[config.mk]
export PLATFORM = sky130hd
export DESIGN_NAME = ir_tx_modulator
export DESIGN_NICKNAME = d
export VERILOG_FILES = /design/src/rtl/ir_tx_pkg.sv /design/src/rtl/ir_tx_fifo.sv /design/src/rtl/ir_tx_tick.sv /design/src/rtl/ir_tx_carrier.sv /design/src/rtl/ir_tx_seq.sv /design/src/rtl/ir_tx_modulator.sv
export SDC_FILE = /design/constraint.sdc
export NUM_CORES = 1
export LEC_CHECK = 0
export ABC_CLOCK_PERIOD_IN_PS = 7000
export BUFFER_PORTS_ARGS = -buffer_cell sky130_fd_sc_hd__buf_2
export CAP_MARGIN = 20
export CORE_MARGIN = 5
export CORE_UTILIZATION = 60
export DETAILED_ROUTE_END_ITERATION = 6
export PLACE_DENSITY_LB_ADDON = 0.05
export SETUP_SLACK_MARGIN = 0.1
export SYNTH_ARGS = -nofsm -noshare
export SYNTH_HDL_FRONTEND = slang
export SYNTH_HIERARCHICAL = 1
export SYNTH_SLANG_ARGS = --single-unit
[constraint.sdc]
create_clock -name clk -period 7 [get_ports clk]
set_clock_uncertainty 0.05 [all_clocks]
set_input_delay 2.1 -clock clk [delete_from_list [all_inputs] [get_ports clk]]
set_output_delay 2.1 -clock clk [all_outputs]
set_load 0.01 [all_outputs]
[src/rtl/ir_tx_pkg.sv]
package ir_tx_pkg;

  typedef enum logic {
    SEQ_IDLE = 1'b0,
    SEQ_RUN  = 1'b1
  } seq_state_e;

  // Carrier is high for the first duty+1 phases of each 16-phase period.
  function automatic logic carrier_on(input int phase, input int duty);
    return phase <= duty;
  endfunction

  // Refill request: only when empty, or when half or more of the slots are free.
  function automatic logic svc_needed(input int fill, input int depth, input logic only_empty);
    if (only_empty) return fill == 0;
    return fill <= depth / 2;
  endfunction

endpackage

[src/rtl/ir_tx_fifo.sv]
module ir_tx_fifo #(
  parameter int DW    = 17,
  parameter int DEPTH = 8
) (
  input  logic                       clk,
  input  logic                       rst_n,
  input  logic                       flush,
  input  logic                       wr_en,
  input  logic [DW-1:0]              wr_data,
  input  logic                       rd_en,
  output logic [DW-1:0]              rd_data,
  output logic                       empty,
  output logic                       full,
  output logic [$clog2(DEPTH):0]     fill
);
  localparam int AW = $clog2(DEPTH);
  localparam int FW = AW + 1;

  logic [DW-1:0] mem [DEPTH];
  logic [AW-1:0] wp, rp;
  logic [FW-1:0] cnt;
  logic          do_wr, do_rd;

  assign empty   = (cnt == '0);
  assign full    = (cnt == FW'(DEPTH));
  assign fill    = cnt;
  assign do_wr   = wr_en && !full && !flush;
  assign do_rd   = rd_en && !empty && !flush;
  assign rd_data = mem[rp];

  function automatic logic [AW-1:0] bump(input logic [AW-1:0] p);
    return (p == AW'(DEPTH - 1)) ? '0 : p + 1'b1;
  endfunction

  always_ff @(posedge clk) begin
    if (do_wr) mem[wp] <= wr_data;
  end

  always_ff @(posedge clk or negedge rst_n) begin
    if (!rst_n) begin
      wp  <= '0;
      rp  <= '0;
      cnt <= '0;
    end else if (flush) begin
      wp  <= '0;
      rp  <= '0;
      cnt <= '0;
    end else begin
      if (do_wr) wp <= bump(wp);
      if (do_rd) rp <= bump(rp);
      case ({do_wr, do_rd})
        2'b10:   cnt <= cnt + 1'b1;
        2'b01:   cnt <= cnt - 1'b1;
        default: cnt <= cnt;
      endcase
    end
  end
endmodule

[src/rtl/ir_tx_tick.sv]
module ir_tx_tick #(
  parameter int DIVW = 16
) (
  input  logic            clk,
  input  logic            rst_n,
  input  logic            run,
  input  logic            restart,
  input  logic [DIVW-1:0] div,
  output logic            tick
);
  logic [DIVW-1:0] cnt;

  assign tick = run && (cnt >= div);

  always_ff @(posedge clk or negedge rst_n) begin
    if (!rst_n)                 cnt <= '0;
    else if (restart || !run)   cnt <= '0;
    else if (tick)              cnt <= '0;
    else                        cnt <= cnt + 1'b1;
  end
endmodule

[src/rtl/ir_tx_carrier.sv]
module ir_tx_carrier #(
  parameter int PHW = 4
) (
  input  logic           clk,
  input  logic           rst_n,
  input  logic           restart,
  input  logic           tick,
  input  logic [PHW-1:0] duty,
  output logic           carrier
);
  import ir_tx_pkg::*;

  logic [PHW-1:0] phase;

  assign carrier = carrier_on(int'(phase), int'(duty));

  always_ff @(posedge clk or negedge rst_n) begin
    if (!rst_n)       phase <= '0;
    else if (restart) phase <= '0;
    else if (tick)    phase <= phase + 1'b1;
  end
endmodule

[src/rtl/ir_tx_seq.sv]
module ir_tx_seq #(
  parameter int CW  = 16,
  parameter int HID = 2
) (
  input  logic          clk,
  input  logic          rst_n,
  input  logic          en,
  input  logic          empty,
  input  logic [CW-1:0] q_count,
  input  logic          q_level,
  input  logic          tick,
  output logic          pop,
  output logic          active,
  output logic          level
);
  import ir_tx_pkg::*;

  localparam int REMW = CW + HID;

  seq_state_e      state;
  logic [REMW-1:0] remain;
  logic            last, load;

  // Duration in ticks: hidden low bits of the count read as all ones.
  function automatic logic [REMW-1:0] sym_len(input logic [CW-1:0] c);
    return {c, {HID{1'b1}}};
  endfunction

  assign active = (state == SEQ_RUN);
  assign last   = active && tick && (remain == REMW'(1));
  assign load   = en && !empty && (!active || last);
  assign pop    = load;

  always_ff @(posedge clk or negedge rst_n) begin
    if (!rst_n) begin
      state  <= SEQ_IDLE;
      remain <= '0;
      level  <= 1'b0;
    end else if (!en) begin
      state  <= SEQ_IDLE;
    end else if (load) begin
      state  <= SEQ_RUN;
      remain <= sym_len(q_count);
      level  <= q_level;
    end else if (last) begin
      state  <= SEQ_IDLE;
    end else if (active && tick) begin
      remain <= remain - 1'b1;
    end
  end
endmodule

[src/rtl/ir_tx_modulator.sv]
module ir_tx_modulator #(
  parameter int CW    = 16,
  parameter int DIVW  = 16,
  parameter int DEPTH = 8,
  parameter int PHW   = 4,
  parameter int HID   = 2
) (
  input  logic            clk,
  input  logic            rst_n,
  input  logic            tx_en,
  input  logic            wr_en,
  input  logic [CW-1:0]   wr_count,
  input  logic            wr_level,
  input  logic [DIVW-1:0] div,
  input  logic [PHW-1:0]  duty,
  input  logic            mod_en,
  input  logic            pol_inv,
  input  logic            wm_empty,
  output logic            ir_out,
  output logic            busy,
  output logic            svc_req
);
  import ir_tx_pkg::*;

  localparam int DW = CW + 1;
  localparam int FW = $clog2(DEPTH) + 1;

  logic [DW-1:0] q_data;
  logic [FW-1:0] fifo_fill;
  logic          fifo_empty, fifo_full;
  logic          pop, tick, carrier;
  logic          sym_active, sym_level, burst_here;

  ir_tx_fifo #(.DW(DW), .DEPTH(DEPTH)) u_fifo (
    .clk(clk), .rst_n(rst_n), .flush(!tx_en),
    .wr_en(wr_en && tx_en), .wr_data({wr_level, wr_count}),
    .rd_en(pop), .rd_data(q_data),
    .empty(fifo_empty), .full(fifo_full), .fill(fifo_fill)
  );

  ir_tx_seq #(.CW(CW), .HID(HID)) u_seq (
    .clk(clk), .rst_n(rst_n), .en(tx_en), .empty(fifo_empty),
    .q_count(q_data[CW-1:0]), .q_level(q_data[CW]),
    .tick(tick), .pop(pop), .active(sym_active), .level(sym_level)
  );

  ir_tx_tick #(.DIVW(DIVW)) u_tick (
    .clk(clk), .rst_n(rst_n), .run(sym_active), .restart(pop),
    .div(div), .tick(tick)
  );

  ir_tx_carrier #(.PHW(PHW)) u_car (
    .clk(clk), .rst_n(rst_n), .restart(pop), .tick(tick),
    .duty(duty), .carrier(carrier)
  );

  assign burst_here = sym_level ^ pol_inv;
  assign busy       = sym_active;
  assign ir_out     = sym_active && (mod_en ? (burst_here && carrier) : sym_level);
  assign svc_req    = svc_needed(int'(fifo_fill), DEPTH, wm_empty);
endmodule

## After elaboration in Yosys (flattened, before gate mapping)

Memories as Yosys holds them, arrays and structs flattened.
Cells that the tools add are included.

- Register bits: 50
- Bits in writable memories: 136
- Memories: 1

Memory list:

| memory | words | bits a word | read ports | clocked after Yosys merged registers in | wr ports | line | source |
|---|---|---|---|---|---|---|---|
| u_fifo.mem | 8 | 17 | 1 | 0 | 1 | ir_tx_fifo.sv:19 | `logic [DW-1:0] mem [DEPTH];` |

- $add $sub $neg: 7
- Magnitude comparators: 3
- Eq/ne operators: 11
- Muxes and demuxes: 24
- Bitwise logic cells: 1
- Reductions and logical operators: 23

Operators with widths:

| cell | count |
|---|---|
| $mux W18 | 3 |
| $mux W16 | 2 |
| $eq A18 B1 Y1 const B | 1 |
| $mux W3 | 6 |
| $sub A18 B1 Y18 const B | 1 |
| $add A16 B1 Y16 const B | 1 |
| $ge A16 B16 Y1 | 1 |
| $logic_and A1 B1 Y1 | 12 |
| $mux W4 | 3 |
| $mux W1 | 9 |
| $add A4 B1 Y4 const B | 2 |
| $logic_not A4 Y1 | 2 |
| $pmux W4 S2 | 1 |
| $add A3 B1 Y3 const B | 2 |
| $eq A3 B3 Y1 const B | 2 |
| $ne A3 B1 Y1 const B | 2 |
| $eq A4 B4 Y1 const B | 1 |
| $le A4 B3 Y1 const B | 1 |
| $le A4 B4 Y1 | 1 |
| $ne A2 B1 Y1 const B | 2 |
| $reduce_bool A2 Y1 | 2 |
| $sub A4 B1 Y4 const B | 1 |
| $logic_not A1 Y1 | 3 |
| $reduce_and A3 Y1 | 1 |
| other kinds (6) | 7 |

## Logic depth before layout (Yosys ltp)

Gate-level depths: netlist of run 1.

- Word-level depth: 11
- Gate-level depth with buffers: 17
- Gate-level depth less buffers: 16

## Modules after synthesis

The synthesis of run 1 kept the hierarchy.

Modules (own cells, without submodules):

| module | times used | cells each | area an instance (µm²) | seq. area each (µm²) |
|---|---|---|---|---|
| ir_tx_fifo | 1 | 275 | 5,810.6 | 4,334.2 |
| ir_tx_seq | 1 | 134 | 1,276.2 | 500.5 |
| ir_tx_tick | 1 | 126 | 1,179.9 | 400.4 |
| ir_tx_carrier | 1 | 30 | 271.5 | 100.1 |
| ir_tx_modulator | 1 | 10 | 63.8 | 0.0 |

## Worst setup path before layout of run 1

Ideal clock, no wire load.

- Path type: input port to flip-flop
- Start point: in div[0]
- End point: reg u_fifo.cnt[3] (netlist: u_fifo/fill[3])
- Arrival: 5.633 ns
- Path slack: 1.190 ns
- Stages on the path: 16
- Path buffers: 1
- Cell sequence: ha_1 nand2b_4 a2111o_1 o2111ai_2 nand3_1 o31a_1 a41oi_4 clkinv_2 buf_2 o41ai_4 nor3_1 ha_1 a21oi_1 and3b_1 mux2_1 a311o_1

- Cells in the longest elaborated chain, start to end: 11

Ends and longest elaborated chain:

| item | line | source |
|---|---|---|
| start: declaration | ir_tx_modulator.sv:14 | `input logic [DIVW-1:0] div,` |
| $ge A16 B16 Y1 * | ir_tx_tick.sv:13 | `assign tick = run && (cnt >= div);` |
| $logic_and A1 B1 Y1 * | ir_tx_tick.sv:13 |  |
| net tick | ir_tx_modulator.sv:31 | `logic pop, tick, carrier;` |
| $logic_and A1 B1 Y1 * (2 in series) | ir_tx_seq.sv:30 | `assign last = active && tick && (remain == REMW'(1));` |
| $logic_or A1 B1 Y1 * | ir_tx_seq.sv:31 | `assign load = en && !empty && (!active \|\| last);` |
| $logic_and A1 B1 Y1 * | ir_tx_seq.sv:31 |  |
| net pop | ir_tx_modulator.sv:31 |  |
| $logic_and A1 B1 Y1 * (2 in series) | ir_tx_fifo.sv:28 | `assign do_rd = rd_en && !empty && !flush;` |
| $eq A2 B1 Y1 or $eq A2 B2 Y1 (tied branches) | ir_tx_fifo.sv:51 | `case ({do_wr, do_rd})` |
| $pmux W4 S2 | ir_tx_fifo.sv:51 |  |
| $mux W4 | ir_tx_fifo.sv:44 | `end else if (flush) begin` |
| end signal: assignment | ir_tx_fifo.sv:52 | `2'b10: cnt <= cnt + 1'b1;` |
| end signal: assignment | ir_tx_fifo.sv:53 | `2'b01: cnt <= cnt - 1'b1;` |
| end signal: assignment | ir_tx_fifo.sv:54 | `default: cnt <= cnt;` |
| end: declaration | ir_tx_fifo.sv:21 | `logic [FW-1:0] cnt;` |

The timed path passes the listed nets; every way through them passes the cells marked *.
A chain may end at the register's enable or synchronous reset.

## Final worst setup path of run 1

- Start point: in duty[3]
- End point: out ir_out

- Cells in the longest elaborated chain, start to end: 4

Ends and longest elaborated chain:

| item | line | source |
|---|---|---|
| start: declaration | ir_tx_modulator.sv:15 | `input logic [PHW-1:0] duty,` |
| $le A4 B4 Y1 | ir_tx_pkg.sv:10 | `return phase <= duty;` |
| net carrier | ir_tx_modulator.sv:31 |  |
| $logic_and A1 B1 Y1 | ir_tx_modulator.sv:59 | `assign ir_out = sym_active && (mod_en ? (burst_here && carrier) : sym_level);` |
| $mux W1 | ir_tx_modulator.sv:59 |  |
| $logic_and A1 B1 Y1 | ir_tx_modulator.sv:59 |  |
| end: declaration | ir_tx_modulator.sv:19 | `output logic ir_out,` |

The timed path passes the listed nets, and every way through them passes these cells.

==> results of run 1 <==
## per-layer routing
layer	vias up	share of wire, %	global-route usage, %
li1	2335	-	-
met1	2467	43	27.9
met2	130	50	33.9
met3	36	4.7	4.09
met4	0	2.8	9.41
met5	-	0	0
## worst max-delay path by stage
| stage | slack [ns] | cells after the start | end |
|---|---|---|---|
| final | 1.37 | 10 | ir_out |
| after global routing | 1.21 | 17 | u_fifo/fill[3] |
| after CTS | 1.36 | 10 | ir_out |
| after floorplan | 1.19 | 16 | u_fifo/fill[3] |
| after detailed placement | 1.02 | 17 | u_fifo/fill[3] |
| after global placement | 1.19 | 17 | u_fifo/fill[3] |
## layout make-up
cell class	instances	area, um2
clock buffer	18	429
clock inverter	14	184
fill	943	4330
inverter	33	125
multi-input combinational	336	3040
sequential	186	5340
tap	180	225
timing repair buffer	58	320
## placed cells by master, fill, tap and decap left out, types with 6 or more instances in the layout
cell type,n
mux2_2,18
nor3_1,14
nand4_1,7
xor2_1,14
ha_1,30
edfxtp_1,136
dfrtp_1,49
mux4_2,34
inv_1,32
xnor2_1,8
buf_2,46
a21oi_1,15
buf_4,12
o21ai_0,9
nand2_1,22
clkbuf_16,17
mux2i_1,8
nor2_1,42
or3_1,6
nand3_1,21
## worst max-delay path: stages
cell and delay [ns]:
buf_2 0.08, inv_1 0.03, ha_1 0.32, a21oi_1 0.15, nand2_1 0.07, o22ai_1 0.18, nand3_1 0.11, nor3b_1 0.19
a31o_2 0.12, buf_2 0.12
## power groups by stage
stage	logic, mW	clock network, mW	registers [mW]
2_1_floorplan	0.227	0	1.32
3_3_place_gp	0.276	0	1.34
3_5_place_dp	0.288	0	1.34
4_1_cts	0.290	1.00	1.32
5_1_grt	0.319	1.06	1.33
6_report	0.287	0.985	1.32
## stage by stage
step / util (%) / worst slack (ns)
after detailed placement: 64.7 / 1.02
after CTS: 69.1 / 1.36
after global routing: 69.1 / 1.21
final: 69.1 / 1.37
after floorplan: - / 1.19
after global placement: 64.7 / 1.19
## sequential cells by signal, summed over array words and instances (netlist names), 3 cells and up
name,cells
u_fifo/mem,136
u_fifo/fill,4
u_seq/remain,18
u_car/phase,4
u_fifo/rp,3
u_fifo/wp,3
u_tick/cnt,16
==> metrics.log, run 1 <==
[metrics] run status: finished, final reports clean
[metrics] post-DP HPWL: 10200 um
[metrics] final std cells w/o fill: 825
[metrics] DR vias/cell: 6.02
[metrics] CTS HTree Levels: 4
[metrics] post-CTS repair timing setup buffer count: 0
[metrics] final count of hold timing violations: 0
[metrics] RSZ-0062 raised after global routing: no
[metrics] count of buffers inserted at the top-level ports: 46
[metrics] class of the tightest hold or removal check: register to register
[metrics] portion of total power attributed to sequential cells: 51.0%
[metrics] global routing usage summed across all routing layers: 20.9%
[metrics] DP Area: 9050 um2
[metrics] post-route ant nets: 0
[metrics] startpoint of the lowest-slack register-to-register path: u_tick/cnt[13]
[metrics] Critical Path Sink Type: output port
[metrics] Max-cap violations: 0
[metrics] number of antenna violations at the first check in global routing: 0
[metrics] Worst Hold Endpoint: u_tick/cnt[0]
[metrics] arrival time of the worst setup path: 3.48 ns
[metrics] TritonCTS clock tree: yes
[metrics] routability cong.: 0.886
[metrics] count of endpoints failing setup in the final report: 0
[metrics] worst setup path start: duty[3]
[metrics] Power Total: 2.60 mW
[metrics] Register-to-Register Setup Slack: 2.73 ns
[metrics] Horiz. Die Dim: 130 um
[metrics] via count: 4968
[metrics] proportion of layout cells with a drive suffix above 1: 25.7%
[metrics] Die Ht: 130 um
[metrics] root buffer cell: clkbuf_16
[metrics] DP Cell Count: 793
[metrics] First-pass DRT Iterations: 5
[metrics] Num CTS Buffers: 17
[metrics] area growth from synthesis to layout: 12.4%
[metrics] area of the core: 14000 um2
[metrics] Initial DRC Count: 403
[metrics] hold slack final: 0.439 ns
[metrics] largest driver fanout on the critical path: 3
[metrics] Clock power frac: 38.0%
[metrics] via count of the first global-routing pass: 5156
[metrics] global-route wire length before repair: 26500 um
[metrics] sink count of the clock tree: 186
[metrics] per-cell routed wire length: 19.8 um
[metrics] final cell area excluding filler cells: 9660 um2
[metrics] Synth Warn #: 6
[metrics] internal power consumption: 1.95 mW
[metrics] clock slew at the register clock pins of the worst setup and hold paths: 0.07 ns
[metrics] routed wire length: 16400 um
[metrics] total count of max-transition violations in the final report: 0
[metrics] Tightest Pin Transition: 0.979 ns
[metrics] number of rows in the core area: 43
[metrics] Die Outline Area: 16800 um2
[metrics] cell area after synthesis: 8600 um2
[metrics] post_cts resized: 0
[metrics] number of hold buffers added after CTS: 0
[metrics] Hold Path Stages: 1
[metrics] Post-route DRC: 0
[metrics] starting density of the core: 61.5%
[metrics] highest attainable clock frequency: 178 MHz
[metrics] combinational fraction of design power: 11.1%
[metrics] clk buf depth: 2
[metrics] Net count, final: 707
[metrics] synthesized area per cell: 15.0 um2
[metrics] sum of negative setup slack: 0 ns
[metrics] Crit Path Class: input pin to output port
[metrics] number of diodes added for antenna fixing: 0
[metrics] path depth of the worst reg2reg path: 15
[metrics] capturing point of the worst reg2reg path: u_fifo/fill[3]
[metrics] worst hold path startpoint: u_tick/cnt[0]
[metrics] post-route clock period utilization: 80.4%
[metrics] Remaining Overflow, GRT: 0
[metrics] number of instances in the synthesized netlist: 574
[metrics] VDD IR max: 0.000269 V
[metrics] switching fraction of total power: 24.9%
[metrics] endpoint required time on the critical path: 4.85 ns
[metrics] power spent charging and discharging nets: 0.647 mW
[metrics] startpoint type of the worst setup path: input pin
[metrics] clock insertion delay at the later pin of the skew report: 0.42 ns
[metrics] maximum number of pins on one net before global-route repair: 51
[metrics] Power Dens Cells: 269 nW/um2
[metrics] leakage power: 3.62 nW
[metrics] slew margin rel.: 34.8%
[metrics] IO Pins: 47
[metrics] crit path time final: 5.63 ns
[metrics] Synth Net Count: 649
No activity file was read; power rests on OpenSTA's default activity.
==> inputs of run 2 (changes only) <==
--- a/config.mk
+++ b/config.mk
@@ -5,11 +5,12 @@
 export SDC_FILE = /design/constraint.sdc
 export NUM_CORES = 1
 export LEC_CHECK = 0
-export ABC_CLOCK_PERIOD_IN_PS = 7000
+export ABC_AREA = 1
+export ABC_CLOCK_PERIOD_IN_PS = 4610
 export BUFFER_PORTS_ARGS = -buffer_cell sky130_fd_sc_hd__buf_2
 export CAP_MARGIN = 20
 export CORE_MARGIN = 5
-export CORE_UTILIZATION = 60
+export CORE_UTILIZATION = 55
 export DETAILED_ROUTE_END_ITERATION = 6
 export PLACE_DENSITY_LB_ADDON = 0.05
 export SETUP_SLACK_MARGIN = 0.1
==> constraint.sdc (replaced) <==
create_clock -name clk -period 4.61 [get_ports clk]
set_clock_uncertainty 0.05 [all_clocks]
set_input_delay 1.383 -clock clk [delete_from_list [all_inputs] [get_ports clk]]
set_output_delay 1.383 -clock clk [all_outputs]
set_load 0.01 [all_outputs]
==> run 2 against run 1 <==
Against the previous run:
- via count is 33% higher
- die area is 14% higher
- final cell count is 48% higher
- first-iteration DRC count is 22% higher
- non-clock buffer count is 4 higher
- worst hold slack better by 0.029 ns
- sequential share of layout area is 2.7 points lower
- clock power is 49% higher
- clock-buffer cell count stayed put
- sequential cell count stayed put
- setup slack worse by 0.69 ns
- combinational power grew to 3.5 times the previous value
- largest cell class unchanged
- highest routed layer unchanged
==> metrics.log, run 2 <==
[metrics] startpoint type of the worst setup path: input pin
[metrics] slew margin rel.: 41.9%
[metrics] Net count, final: 1061
[metrics] path depth of the worst reg2reg path: 25
[metrics] Horiz. Die Dim: 139 um
[metrics] run status: finished, final reports clean
[metrics] via count: 6594
[metrics] root buffer cell: clkbuf_16
[metrics] last element of the critical path: ir_out
[metrics] global routing usage summed across all routing layers: 21.2%
[metrics] First-pass DRT Iterations: 5
[metrics] total count of max-transition violations in the final report: 0
[metrics] global-route wire length before repair: 32700 um
[metrics] leakage power: 4.16 nW
[metrics] number of hold buffers added after CTS: 0
[metrics] crit path time final: 3.92 ns
[metrics] VDD IR max: 0.000316 V
[metrics] Critical Path Sink Type: output port
[metrics] maximum number of pins on one net before global-route repair: 69
[metrics] leading cell types in the layout, fill and taps excluded: nand2_1, edfxtp_1, nor2_1
[metrics] post-CTS repair timing setup buffer count: 0
[metrics] highest attainable clock frequency: 255 MHz
[metrics] Register Area: 5340 um2
[metrics] Power Total: 4.52 mW
[metrics] biggest registers after layout: u_fifo/mem (136), u_seq/remain (18), u_tick/cnt (16)
[metrics] hold slack final: 0.468 ns
[metrics] largest driver fanout on the critical path: 3
[metrics] DR vias/cell: 5.41
[metrics] per-cell routed wire length: 16.3 um
[metrics] class of the tightest hold or removal check: register to register
[metrics] startpoint of the lowest-slack register-to-register path: u_tick/cnt[0]
[metrics] number of antenna violations at the first check in global routing: 0
[metrics] clock insertion delay at the later pin of the skew report: 0.43 ns
[metrics] Crit Path Class: input pin to output port
[metrics] Die Ht: 139 um
[metrics] fillers: 1345
[metrics] Synth Warn #: 6
[metrics] sum of negative setup slack: 0 ns
[metrics] Remaining Overflow, GRT: 0
[metrics] Initial DRC Count: 490
[metrics] area growth from synthesis to layout: 11.3%
[metrics] Register-to-Register Setup Slack: 1.45 ns
[metrics] IO Pins: 47
[metrics] starting density of the core: 55.6%
[metrics] pre-CTS setup slack: 0.439 ns
[metrics] Post-route DRC: 0
[metrics] clock slew at the register clock pins of the worst setup and hold paths: 0.07 ns
[metrics] count of buffers inserted at the top-level ports: 46
[metrics] Num CTS Buffers: 17
[metrics] Max-cap violations: 0
[metrics] routability cong.: 0.867
[metrics] Power Dens Cells: 446 nW/um2
[metrics] via count of the first global-routing pass: 6479
[metrics] clk buf depth: 2
[metrics] TritonCTS clock tree: yes
[metrics] worst setup path start: duty[3]
[metrics] final count of hold timing violations: 0
[metrics] setup slack after layout: 0.686 ns
[metrics] endpoint required time on the critical path: 3.18 ns
[metrics] synthesized area per cell: 9.74 um2
[metrics] arrival time of the worst setup path: 2.49 ns
[metrics] routed wire length: 19900 um
[metrics] top register by number of flip-flops: u_fifo/mem
[metrics] count of endpoints failing setup in the final report: 0
[metrics] number of diodes added for antenna fixing: 0
[metrics] number of flip-flops in the largest register: 136
[metrics] RSZ-0062 raised after global routing: no
[metrics] number of rows in the core area: 47
[metrics] post-DP HPWL: 12400 um
[metrics] final std cells w/o fill: 1219
[metrics] post-route clock period utilization: 85.1%
[metrics] capturing point of the worst reg2reg path: u_fifo/fill[3]
[metrics] cell area after synthesis: 9120 um2
[metrics] CTS HTree Levels: 4
[metrics] Synth Net Count: 1012
[metrics] sink count of the clock tree: 186
[metrics] DP Cell Count: 1187
[metrics] Die Outline Area: 19300 um2
[metrics] post_cts resized: 0
[metrics] proportion of layout cells with a drive suffix above 1: 15.8%
[metrics] number of instances in the synthesized netlist: 937
[metrics] post-route ant nets: 0
[metrics] area occupied by multi-input gates: 3300 um2
[metrics] Tightest Pin Transition: 0.872 ns
[metrics] most common library cell in the layout ignoring fill and taps: nand2_1
[metrics] area of the core: 16400 um2
==> run 2: cell types whose count changed in the layout (fill, tap and decap cells not counted), moves of 26 or more <==
cell / before / now
a21oi_1: 15 / 41
inv_1: 32 / 64
mux4_2: 34 / 0
nand2_1: 22 / 178
nand3_1: 21 / 67
nor2_1: 42 / 133
o21ai_0: 9 / 65
==> run 2: how the worst min path moves through the flow <==
| stage | startpoint | to | slack [ns] | cells past startpoint |
|---|---|---|---|---|
| floorplan | u_seq/level | u_seq/level | 0.42 | 2 |
| global placement | u_seq/level | u_seq/level | 0.45 | 2 |
| detailed placement | u_seq/level | u_seq/level | 0.45 | 2 |
| CTS | u_seq/level | u_seq/level | 0.47 | 2 |
| global route | u_seq/remain[1] | u_seq/remain[1] | 0.50 | 1 |
| finish | u_seq/level | u_seq/level | 0.47 | 2 |
==> run 2: power by group <==
part	internal (mW)	switching, mW
Clock	0.781	0.687
Combinational	0.326	0.666
Sequential	1.91	0.155
==> run 2: per-stage QoR <==
stage	util (%)	instance area, um2
after floorplan	-	9120
after global placement	58.2	9550
after detailed placement	58.2	9550
after CTS	61.9	10200
after global routing	61.9	10200
final	61.9	10200
==> run 2: critical path: stages <==
cell and delay [ns]:
buf_2 0.08, inv_1 0.04, ha_1 0.32, a21oi_1 0.14, o21ai_0 0.08, nand2_1 0.06, inv_1 0.04, nand2_1 0.05
nand3_1 0.08, nor2_1 0.09, buf_2 0.13
==> run 2: area by class of cell <==
type,instances,share of cell area (%)
Clock buffer,18,4.23
Clock inverter,14,1.70
Inverter,75,2.81
Multi-Input combinational cell,644,32.5
Sequential cell,186,52.6
Tap cell,220,2.71
Timing Repair Buffer,62,3.45
==> run 2: metal layers <==
metal / wire length [um] / vias to the layer above / global-route usage, %
met3: 961 / 18 / 4.59
met1: 8780 / 3141 / 28.0
met4: 218 / 0 / 4.74
li1: - / 3291 / -
met2: 9910 / 144 / 36.2
met5: 0 / - / 0
